[src/rtl/fdc_seq_pkg.sv]
package fdc_seq_pkg;
  typedef enum logic [1:0] {PH_CMD, PH_PARAM, PH_EXEC, PH_RES} phase_e;

  localparam logic [4:0] OP_RD_DATA  = 5'b00110;
  localparam logic [4:0] OP_RD_DEL   = 5'b01100;
  localparam logic [4:0] OP_WR_DATA  = 5'b00101;
  localparam logic [4:0] OP_WR_DEL   = 5'b01001;
  localparam logic [4:0] OP_RD_TRACK = 5'b00010;
  localparam logic [4:0] OP_RD_ID    = 5'b01010;
  localparam logic [4:0] OP_FORMAT   = 5'b01101;

  localparam logic [7:0] ST0_BAD_CMD = 8'h80;
endpackage

[src/rtl/fdc_op_decode.sv]
module fdc_op_decode
  import fdc_seq_pkg::*;
#(
  parameter int CNT_W = 4
) (
  input  logic [4:0]       opcode,
  output logic             known,
  output logic [CNT_W-1:0] n_params,
  output logic [2:0]       flag_mask
);
  always_comb begin
    known     = 1'b1;
    n_params  = CNT_W'(8);
    flag_mask = 3'b010;
    case (opcode)
      OP_RD_DATA, OP_RD_DEL: flag_mask = 3'b111;
      OP_WR_DATA, OP_WR_DEL: flag_mask = 3'b110;
      OP_RD_TRACK:           flag_mask = 3'b011;
      OP_RD_ID:              n_params  = CNT_W'(1);
      OP_FORMAT:             n_params  = CNT_W'(5);
      default: begin
        known     = 1'b0;
        n_params  = '0;
        flag_mask = 3'b000;
      end
    endcase
  end
endmodule

[src/rtl/fdc_param_store.sv]
module fdc_param_store #(
  parameter int DATA_W     = 8,
  parameter int MAX_PARAMS = 8,
  localparam int CNT_W     = $clog2(MAX_PARAMS + 1)
) (
  input  logic                         clk,
  input  logic                         rst_n,
  input  logic                         clear,
  input  logic                         wr_en,
  input  logic [DATA_W-1:0]            wr_data,
  output logic [CNT_W-1:0]             count,
  output logic [MAX_PARAMS*DATA_W-1:0] params
);
  always_ff @(posedge clk or negedge rst_n) begin
    if (!rst_n)                                    count <= '0;
    else if (clear)                                count <= '0;
    else if (wr_en && count < CNT_W'(MAX_PARAMS))  count <= count + CNT_W'(1);
  end

  for (genvar k = 0; k < MAX_PARAMS; k++) begin : g_slot
    always_ff @(posedge clk or negedge rst_n) begin
      if (!rst_n)                            params[k*DATA_W +: DATA_W] <= '0;
      else if (clear)                        params[k*DATA_W +: DATA_W] <= '0;
      else if (wr_en && count == CNT_W'(k))  params[k*DATA_W +: DATA_W] <= wr_data;
    end
  end
endmodule

[src/rtl/fdc_result_queue.sv]
module fdc_result_queue
  import fdc_seq_pkg::*;
#(
  parameter int DATA_W    = 8,
  parameter int RES_BYTES = 7,
  localparam int IDX_W    = $clog2(RES_BYTES),
  localparam int LEN_W    = IDX_W + 1
) (
  input  logic                        clk,
  input  logic                        rst_n,
  input  logic                        clear,
  input  logic                        load_full,
  input  logic                        load_bad,
  input  logic [RES_BYTES*DATA_W-1:0] full_bytes,
  input  logic                        pop,
  output logic [DATA_W-1:0]           head,
  output logic                        last
);
  logic [DATA_W-1:0] slot [RES_BYTES];
  logic [IDX_W-1:0]  idx;
  logic [LEN_W-1:0]  len;

  for (genvar k = 0; k < RES_BYTES; k++) begin : g_slot
    always_ff @(posedge clk or negedge rst_n) begin
      if (!rst_n)                 slot[k] <= '0;
      else if (load_full)         slot[k] <= full_bytes[k*DATA_W +: DATA_W];
      else if (load_bad && k == 0) slot[k] <= DATA_W'(ST0_BAD_CMD);
    end
  end

  always_ff @(posedge clk or negedge rst_n) begin
    if (!rst_n) begin
      idx <= '0;
      len <= '0;
    end else if (clear) begin
      idx <= '0;
    end else if (load_full) begin
      idx <= '0;
      len <= LEN_W'(RES_BYTES);
    end else if (load_bad) begin
      idx <= '0;
      len <= LEN_W'(1);
    end else if (pop && !last) begin
      idx <= idx + IDX_W'(1);
    end
  end

  assign head = slot[idx];
  assign last = (LEN_W'(idx) + LEN_W'(1)) >= len;
endmodule

[src/rtl/fdc_cmd_seq.sv]
module fdc_cmd_seq
  import fdc_seq_pkg::*;
#(
  parameter int DATA_W     = 8,
  parameter int MAX_PARAMS = 8,
  parameter int RES_BYTES  = 7,
  localparam int CNT_W     = $clog2(MAX_PARAMS + 1)
) (
  input  logic                         clk,
  input  logic                         rst_n,
  input  logic                         soft_rst,
  input  logic                         wr_valid,
  output logic                         wr_ready,
  input  logic [DATA_W-1:0]            wr_data,
  output logic                         rd_valid,
  input  logic                         rd_ready,
  output logic [DATA_W-1:0]            rd_data,
  output logic                         rqm,
  output logic                         dio,
  output logic                         busy,
  output logic                         exec_req,
  output logic [4:0]                   exec_cmd,
  output logic [2:0]                   exec_flags,
  output logic [MAX_PARAMS*DATA_W-1:0] exec_params,
  input  logic                         eng_done,
  input  logic [DATA_W-1:0]            eng_st0,
  input  logic [DATA_W-1:0]            eng_st1,
  input  logic [DATA_W-1:0]            eng_st2,
  input  logic [4*DATA_W-1:0]          eng_id
);
  phase_e           phase_q;
  logic [CNT_W-1:0] need_q;
  logic             known;
  logic [CNT_W-1:0] dec_n;
  logic [2:0]       dec_mask;
  logic [CNT_W-1:0] got;
  logic             q_last;

  logic wr_fire, rd_fire, first_fire, param_fire, last_param, finish;
  logic [RES_BYTES*DATA_W-1:0] res_flat;

  assign wr_ready   = (phase_q == PH_CMD) || (phase_q == PH_PARAM);
  assign rd_valid   = (phase_q == PH_RES);
  assign wr_fire    = wr_valid && wr_ready;
  assign rd_fire    = rd_valid && rd_ready;
  assign first_fire = wr_fire && phase_q == PH_CMD;
  assign param_fire = wr_fire && phase_q == PH_PARAM;
  assign last_param = param_fire && (got == need_q - CNT_W'(1));
  assign finish     = phase_q == PH_EXEC && eng_done;

  assign rqm      = wr_ready || rd_valid;
  assign dio      = rd_valid;
  assign busy     = phase_q != PH_CMD;
  assign exec_req = phase_q == PH_EXEC;

  fdc_op_decode #(.CNT_W(CNT_W)) u_dec (
    .opcode    (wr_data[4:0]),
    .known     (known),
    .n_params  (dec_n),
    .flag_mask (dec_mask)
  );

  fdc_param_store #(.DATA_W(DATA_W), .MAX_PARAMS(MAX_PARAMS)) u_params (
    .clk     (clk),
    .rst_n   (rst_n),
    .clear   (soft_rst || first_fire),
    .wr_en   (param_fire && !soft_rst),
    .wr_data (wr_data),
    .count   (got),
    .params  (exec_params)
  );

  assign res_flat = {eng_id[DATA_W-1:0], eng_id[2*DATA_W-1:DATA_W],
                     eng_id[3*DATA_W-1:2*DATA_W], eng_id[4*DATA_W-1:3*DATA_W],
                     eng_st2, eng_st1, eng_st0};

  fdc_result_queue #(.DATA_W(DATA_W), .RES_BYTES(RES_BYTES)) u_res (
    .clk        (clk),
    .rst_n      (rst_n),
    .clear      (soft_rst),
    .load_full  (finish && !soft_rst),
    .load_bad   (first_fire && !known && !soft_rst),
    .full_bytes (res_flat),
    .pop        (rd_fire),
    .head       (rd_data),
    .last       (q_last)
  );

  always_ff @(posedge clk or negedge rst_n) begin
    if (!rst_n) begin
      phase_q    <= PH_CMD;
      need_q     <= '0;
      exec_cmd   <= '0;
      exec_flags <= '0;
    end else if (soft_rst) begin
      phase_q <= PH_CMD;
    end else begin
      case (phase_q)
        PH_CMD: if (first_fire) begin
          exec_cmd   <= wr_data[4:0];
          exec_flags <= wr_data[DATA_W-1 -: 3] & dec_mask;
          need_q     <= dec_n;
          phase_q    <= known ? PH_PARAM : PH_RES;
        end
        PH_PARAM: if (last_param) phase_q <= PH_EXEC;
        PH_EXEC:  if (eng_done) phase_q <= PH_RES;
        PH_RES:   if (rd_fire && q_last) phase_q <= PH_CMD;
        default:  phase_q <= PH_CMD;
      endcase
    end
  end
endmodule

[config.mk]
export PLATFORM = sky130hd
export DESIGN_NAME = fdc_cmd_seq
export DESIGN_NICKNAME = d
export VERILOG_FILES = /design/src/rtl/fdc_seq_pkg.sv /design/src/rtl/fdc_op_decode.sv /design/src/rtl/fdc_param_store.sv /design/src/rtl/fdc_result_queue.sv /design/src/rtl/fdc_cmd_seq.sv
export SDC_FILE = /design/constraint.sdc
export NUM_CORES = 1
export LEC_CHECK = 0
export ABC_AREA = 1
export CELL_PAD_IN_SITES_DETAIL_PLACEMENT = 0
export CELL_PAD_IN_SITES_GLOBAL_PLACEMENT = 2
export CORE_AREA = 2 2 160 162
export DETAILED_ROUTE_END_ITERATION = 10
export DIE_AREA = 0 0 162 164
export PLACE_DENSITY_LB_ADDON = 0.1
export REMOVE_ABC_BUFFERS = 1
export SLEW_MARGIN = 30
export SYNTH_ARGS = -nofsm -noshare
export SYNTH_HDL_FRONTEND = slang
export SYNTH_SLANG_ARGS = --single-unit
[constraint.sdc]
create_clock -name clk -period 1.8 [get_ports clk]
set_input_delay 0.45 -clock clk [delete_from_list [all_inputs] [get_ports clk]]
set_output_delay 0.45 -clock clk [all_outputs]
set_load 0.01 [all_outputs]
==> results.yml <==
detailed_routing:
  first_pass_iters: 5
  wl_mm: 21.3
  wl_met1_mm: 10.4
  drcViolationCount: 0
  wl_met3_um: 801
  ant_nets: 0
  vias: 5907
  routed.top_layer: "met4"
  drtIter0Drc: 266
  met2_length_mm: 9.86
  viasPerCell: 4.34
  post_drt_wl_per_cell_um: 15.6
min_path:
  hold_path.class: "input pin to async pin"
power:
  vdd_ir_drop_max_mv: 0.601
  sequentialPowerShare_pct: 36.0
  clockPowerShare_pct: 26.0
  powerDensity_nw_per_um2: 1270
  p_leak_nw: 5.64
  swShare_pct: 36.4
  power_frac_comb_pct: 38.1
  intPower_mw: 8.66
  total_power_mw: 13.6
  switchingPower_mw: 4.97
logic_synthesis:
  syn_area_um2: 6610
  synth.most_common_cell: "nand2_1"
  synthFlopType: "dfrtp_1"
  synthTopCellsByArea: "dfrtp_1 (54%), nand2_1 (16%), nor2_1 (4.4%), mux2_2 (4.1%), ha_1 (2.8%)"
  synth_area_leader_cell: "dfrtp_1"
  syn-instance-count: 757
  ys_ff_latch: 142
  yosysWarnings: 0
  synth_edf_count: 0
  netlist.area_leader.share_pct: 53.8
  yosysSeqAreaShare_pct: 53.8
  yosysUniqueCellTypes: 37
  synth_common_cells: "nand2_1 (278), dfrtp_1 (142), nor2_1 (77)"
  avgSynthCellArea_um2: 8.73
  ys_async_sr_fraction_pct: 100
sta:
  worst_pin_slew_ns: 0.548
  setup_ws_ns: -0.400
  rsz0062_at_grt: "true"
  drv_slew: 0
  setup_viol: 36
  hold_viol: 0
  setup_tns_ns: -4.42
  post-route-period-util_pct: 122
  min_period_ns: 2.20
  finClkSkew_ns: 0.00893
  max_slew_margin_pct: 63.3
  fmax_ghz: 0.455
setup_path:
  path_max_fanout: 6
  r2r_setup_slack_ns: -0.22
  worst_ep_arrival_time_ns: 1.75
  worstSetupPathType: "flop to primary output"
  cp-start-kind: "flop"
  required_ns: 1.35
  end_kind: "primary output"
status:
  status: "finished with violations"
  violations: "setup timing"
global_route:
  grt_max_degree: 54
  grt_pass1_vias: 6018
  antenna_found_initial: 0
  overflow: 0
  grt_first_pass_wirelength_mm: 32.7
  gr-usage-all-layers_pct: 15.9
cells_and_area:
  drive_gt1_share_pct: 30.2
  instances_no_fill: 1362
  final_nets: 1104
  area_delta_synth_final_pct: 62.1
  antennaDiodeCount: 0
floorplanning:
  core-area_um2: 24800
  fp-row-count: 58
  initial_core_util_pct: 26.6
  die_h_um: 164
  die_w_um: 162
  ios: 156
  die-area_um2: 26600
place:
  place_inst: 1298
  portBuffers: 155
  dp_slack_ns: -0.451
  gp_congestion: 0.775
  hpwl_mm: 15.2
clocking:
  clockBufferDepth: 2
  cts_made_buffers: 17
  cts_tree: "built"
  cts_root_buffer: "clkbuf_16"
  clkLatencyLatePin_ns: 0.43
  path_clk_slew_ns: 0.07
  cts_sinks: 142
  htreeDepth: 4
flow_run:
  maxCapViolations: 0
-- cells by family after synthesis --
family | share of synthesized area, %
fa+ha+maj | 2.84
simple gates | 24.6
buf+inv | 5.93
mux | 4.09
flops | 53.8
compound gates | 8.52
xor+xnor | 0.265
-- per-layer routing --
metal  global-route usage [%]  vias to the layer above
li1                         -                     2939
met1                     22.7                     2818
met2                     24.6                      133
met3                     2.42                       17
met4                     5.35                        0
met5                        0                        -
-- power groups by stage --
stage | Combinational [mW] | Clock (mW) | Sequential [mW]
after floorplan | 1.92 | 0 | 4.87
after global placement | 4.42 | 0 | 4.94
after detailed placement | 4.47 | 0 | 4.91
after CTS | 4.56 | 3.64 | 4.86
after global routing | 5.73 | 3.79 | 5.04
final | 5.19 | 3.54 | 4.90
-- state kept, by name (all words and copies together) (netlist names) --
signal and cells:
exec_cmd 5, exec_flags 3, need_q 3, phase_q 2
u_params.count 4, u_params.params 64, u_res.idx 3, u_res.len 2
u_res.slot 56
-- cells in the final DEF, fill, tap and decap left out, types with 12 or more instances in the layout --
cell             count
nor2_1              61
clkdlybuf4s50_1     68
dlygate4sd2_1       51
o21ai_1             28
inv_1               34
inv_8               12
clkbuf_16           18
buf_4               72
dlymetal6s2s_1      21
mux2_4              24
dfrtp_1            141
nand2_2             23
o21ai_0             24
buf_12              12
nand2_1            252
buf_6               30
-- final timing paths --
check,end,cells after the start,start
hold / removal,exec_cmd[2],2,rst_n
setup / recovery,rd_data[5],7,u_res.idx[0]
min in group clk,u_res.slot[24],2,u_res.slot[24]
hold reg to reg,u_res.slot[24],2,u_res.slot[24]
max in group asynchronous,u_res.slot[52],3,rst_n
setup reg to reg,phase_q[1],14,u_res.idx[0]
-- area by class of cell --
type	count	area, um^2
Fill cell	2494	14100
Sequential cell	142	3550
Multi-Input combinational cell	532	3240
Timing Repair Buffer	265	2600
Clock buffer	17	425
Tap cell	330	413
Inverter	56	272
Clock inverter	15	168
Timing Repair inverter	5	46.3
-- worst max-delay path, stage by stage, from the launching register on --
cell      delay, ns
dfrtp_2        0.45
inv_2          0.10
buf_6          0.13
nor2_2         0.04
nor3_2         0.17
a211oi_2       0.07
a31oi_2        0.20
buf_2          0.17
-- per-stage QoR --
step	utilization (%)	cell area (um^2)	hold slack, ns
after floorplan	-	6430	0.154
after global placement	36.8	9140	0.306
after detailed placement	36.8	9140	0.310
after CTS	40.0	9920	0.413
after global routing	43.2	10700	0.443
final	43.2	10700	0.418
-- timing repair --
action	4_1_cts	5_1_grt
hold buffers	1	0
cloned	0	6
pin swaps	11	27
endpoints found under the hold margin	15	0
setup endpoints to repair	98	159
gates resized for setup	159	191
buffers inserted	12	16
Note: power is estimated with default switching activity, not from simulation.
